[config.mk]
export PLATFORM = sky130hd
export DESIGN_NAME = dma_irq_summary
export DESIGN_NICKNAME = d
export VERILOG_FILES = /design/src/rtl/dma_irq_summary.sv
export SDC_FILE = /design/constraint.sdc
export NUM_CORES = 1
export LEC_CHECK = 0
export ABC_AREA = 1
export BUFFER_PORTS_ARGS = -buffer_cell sky130_fd_sc_hd__buf_2
export CORE_MARGIN = 8
export CORE_UTILIZATION = 30
export DETAILED_ROUTE_END_ITERATION = 8
export GPL_TIMING_DRIVEN = 0
export PLACE_DENSITY = 0.88
export SYNTH_ARGS = -nofsm -noshare
export SYNTH_HDL_FRONTEND = slang
export SYNTH_SLANG_ARGS = --single-unit
[constraint.sdc]
create_clock -name clk -period 0.9 [get_ports clk]
set_clock_uncertainty 0.2 [all_clocks]
set_input_delay 0.09 -clock clk [delete_from_list [all_inputs] [get_ports clk]]
set_output_delay 0.09 -clock clk [all_outputs]
set_load 0.02 [all_outputs]
[src/rtl/dma_irq_summary.sv]
module dma_irq_summary #(
  parameter int DW      = 32,
  parameter int SUM_BIT = 16
) (
  input  logic          clk,
  input  logic          rst_n,
  input  logic [3:0]    evt_i,
  input  logic          wr_en,
  input  logic          wr_sel,
  input  logic [DW-1:0] wr_data,
  input  logic          rd_sel,
  output logic [DW-1:0] rd_data,
  output logic          irq_o
);
  localparam int NSRC = 4;
  localparam int unsigned SRC_POS [NSRC] = '{0, 2, 6, 14};

  logic [NSRC-1:0] raw_q, raw_d, msk_q, clr_raw, wsel;
  logic            sum_q, sum_d, sum_clr, pend;
  logic [DW-1:0]   stat_word, mask_word;

  wire st_wr = wr_en & ~wr_sel;
  wire mk_wr = wr_en & wr_sel;

  for (genvar g = 0; g < NSRC; g++) begin : g_src
    assign wsel[g]    = wr_data[SRC_POS[g]];
    assign clr_raw[g] = st_wr & wsel[g];

    p_evt_sets_r2: assert property (@(posedge clk) disable iff (!rst_n)
      evt_i[g] |=> raw_q[g]);
    p_w1c_r3: assert property (@(posedge clk) disable iff (!rst_n)
      st_wr && wr_data[SRC_POS[g]] && !evt_i[g] |=> !raw_q[g]);
  end

  assign raw_d   = evt_i | (raw_q & ~clr_raw);
  assign sum_clr = st_wr & wr_data[SUM_BIT];
  assign pend    = |(raw_d & msk_q);
  assign sum_d   = pend | (sum_q & ~sum_clr);

  always_ff @(posedge clk or negedge rst_n) begin
    if (!rst_n) begin
      raw_q <= '0;
      msk_q <= '0;
      sum_q <= 1'b0;
    end else begin
      raw_q <= raw_d;
      sum_q <= sum_d;
      if (mk_wr) msk_q <= wsel;
    end
  end

  always_comb begin
    stat_word = '0;
    mask_word = '0;
    for (int i = 0; i < NSRC; i++) begin
      stat_word[SRC_POS[i]] = raw_q[i];
      mask_word[SRC_POS[i]] = msk_q[i];
    end
    stat_word[SUM_BIT] = sum_q;
  end

  assign rd_data = rd_sel ? mask_word : stat_word;
  assign irq_o   = sum_q;

  p_rise_src_r5: assert property (@(posedge clk) disable iff (!rst_n)
    $rose(sum_q) |-> |(raw_q & $past(msk_q)));
  p_sticky_r6: assert property (@(posedge clk) disable iff (!rst_n)
    sum_q && !(wr_en && !wr_sel && wr_data[SUM_BIT]) |=> sum_q);
  p_clear_r7: assert property (@(posedge clk) disable iff (!rst_n)
    sum_clr && (evt_i == '0) && ((raw_q & msk_q & ~clr_raw) == '0) |=> !sum_q);
  p_irq_word_r8: assert property (@(posedge clk) disable iff (!rst_n)
    !rd_sel |-> (irq_o == rd_data[SUM_BIT]));
endmodule

==> summary.md <==
| Metric | Value |
|---|---|
| Ports | `74` |
| Dpl hpwl | `1260 µm` |
| Number of detailed-route iterations in the first pass | `4` |
| Placer Congestion | `0.686` |
| Synthesized flop and latch total | `9` |
| Arrival @ worst endpoint | `1.07 ns` |
| Skew-Pair Late Insertion Delay | `0.27 ns` |
| Top cells by count, synth | `buf_4 (27), nand2_1 (14), dfrtp_1 (9)` |
| Peak supply drop | `479 µV` |
| Crit share post-route | `151%` |
| Htree depth | `1` |
| CTS buffer count | `3` |
| Yosys warns | `0` |
| Initial drt markers | `3` |
| Failing checks | `hold timing, setup timing` |
| Cells after Synth | `79` |
| Cell taking the most area after synthesis | `dfrtp_1` |
| CTS tree | `yes` |
| CP Launch Type | `register` |
| Number of synthesized flops with an enable pin | `0` |
| Endpoint class of the critical path | `output port` |
| Synth top area cells | `dfrtp_1 (35%), buf_4 (31%), mux2_2 (10%), nand2_1 (8.1%), inv_1 (4.6%)` |
| RSZ-0062 raised after global routing | `yes` |
| First-pass GRT wire length | `2660 µm` |
| Max Freq | `0.736 GHz` |
| Max Transition Viols Final | `0` |
| Antenna Violating Nets Remaining | `0` |
| Req. time, crit path | `0.61 ns` |
| CP Class | `reg -> out` |
| # setup viols final | `13` |
| Share of the synthesized area in the top cell type | `34.5%` |
| Vias in the first global route | `570` |
| Status | `complete, but fails checks` |
| Port Buffers | `19` |
| WHS | `-0.177 ns` |
| Diodes inserted | `0` |
| FF+latch area | `226 µm²` |
| Tmin final | `1.36 ns` |
| Floorplan row count | `17` |
| Leakage power | `0.658 nW` |
| Horiz. Die Dim | `62.6 µm` |
| MaxCap Viol Count | `0` |
| DR vias | `603` |
| Unique masters post-synth | `11` |
| CTS Sinks | `9` |
| WL/cell | `10.6 µm` |
| Top-count cell post-synth | `buf_4` |
| Hold Fails Final Rpt | `9` |
| Post-synth top flop | `dfrtp_1` |
| Root buf cell | `clkbuf_4` |
| Vias per inst | `3.61` |
| Layout Nets | `181` |
| Clk slew on worst S/H paths | `0.06 ns` |
| Cell Pwr Density | `1220 nW/µm²` |
| Post-Route WL | `1770 µm` |
| Cell Count, Final, Fillers Out | `167` |
| Synthesized area | `652 µm²` |
| Largest net degree at the start of global routing | `10` |
| Die height | `62.6 µm` |
| Drc violations | `0` |
| Share of layout cells above drive strength 1 | `56.1%` |
| Multi-input logic area | `342 µm²` |
| Hold buffers post-CTS | `2` |
| Layout fillers | `196` |
| Clk buf depth | `2` |
| Peak fanout along the critical path | `2` |
| Avg Inst Size Synth | `8.25 µm²` |
| Hold/Removal Path Class | `in -> reg` |
| Placeable Area | `2130 µm²` |
| Post-synth ARST share | `100%` |
| Sequential element share of the synthesized area | `34.5%` |
| GR Overflow Total | `0` |
| All-Layer GR Usage | `8.46%` |
| Total die area | `3920 µm²` |
| Initial antenna violation count | `0` |
| Area grow syn2layout | `69.5%` |
| Final worst slack | `-0.459 ns` |
| Starting Density | `30.6%` |
| Placed Cells | `152` |
[area by class of cell]
class | count | share of cell area, %
Clock buffer | 4 | 2.38
Multi-Input combinational cell | 61 | 30.9
Buffer | 27 | 18.3
Sequential cell | 9 | 20.5
Timing Repair Buffer | 30 | 22.0
Inverter | 8 | 2.72
Tap cell | 28 | 3.17
[layout by cell type, fill, tap and decap left out]
master / count
buf_4: 30
conb_1: 27
buf_2: 13
buf_6: 12
nand2_1: 10
dfrtp_1: 8
mux2_4: 6
inv_1: 6
nand2_2: 6
nand3_1: 5
clkbuf_4: 3
inv_2: 2
nor2_2: 2
a21oi_2: 2
dlygate4sd3_1: 2
a21oi_1: 1
nor2_4: 1
nor2_1: 1
clkbuf_1: 1
dfrtp_2: 1
[cell families (layout without fill, tap and decap cells)]
family / count (synthesis) / in the layout / share of synthesized area (%)
AO/OA/AOI/OAI: 3 / 3 / 2.30
buffers and inverters: 35 / 69 / 35.7
flip-flops: 9 / 9 / 34.5
multiplexers: 6 / 6 / 10.4
other: 1 / 27 / 0.575
AND/OR/NAND/NOR: 25 / 25 / 16.5
[worst paths after layout]
path,cells after the start,from,slack [ns],to
max,2,msk_q[3]$_DFFE_PN0P_,-0.46,rd_data[14]
min,3,evt_i[0],-0.18,raw_q[0]$_DFF_PN0_
max reg2reg,8,raw_q[3]$_DFF_PN0_,-0.39,irq_o$_DFF_PN0_
min reg2reg,2,raw_q[2]$_DFF_PN0_,0.30,raw_q[2]$_DFF_PN0_
max in group asynchronous,2,rst_n,0.30,irq_o$_DFF_PN0_
min in group asynchronous,2,rst_n,0.01,raw_q[1]$_DFF_PN0_
[power by group]
| part | total, mW | internal, mW | switching, mW |
|---|---|---|---|
| registers | 0.464 | 0.441 | 0.0236 |
| logic | 0.562 | 0.287 | 0.275 |
| clock network | 0.321 | 0.171 | 0.149 |
| total | 1.35 | 0.899 | 0.448 |
[flip-flops by register name, summed over array words and instances, names as in the netlist]
register	flops
irq_o	1
msk_q	4
raw_q	4
[layer usage]
metal  up-vias  wire length [µm]  GRT usage, %
met5         -                 0             0
met4         0                37          4.27
met2        25               954          15.4
li1        310                 -             -
met1       264               590          7.04
met3         4               182          5.02
[metrics by stage]
stage                     power (mW)  setup WS [ns]  setup TNS [ns]  area, µm²  util (%)
after global routing            1.42         -0.476           -3.62       1100      51.9
final                           1.35         -0.459           -3.29       1100      51.9
after CTS                       1.30         -0.442           -2.86       1050      49.2
after global placement         0.887         -0.182           -1.12        902      42.4
after floorplan                0.802        -0.0797          -0.385        772         -
after detailed placement       0.891         -0.224           -1.17        902      42.4
[critical path, stage by stage (launching register included)]
cell and delay [ns]:
dfrtp_1 0.40, mux2_4 0.27, buf_6 0.13
[what timing repair did]
item	4_1_cts	5_1_grt
hold endpoints to repair	17	8
setup endpoints to repair	10	13
pin swaps	1	5
setup buffers	6	4
gates resized for setup	19	10
No activity file was read; power rests on OpenSTA's default activity.
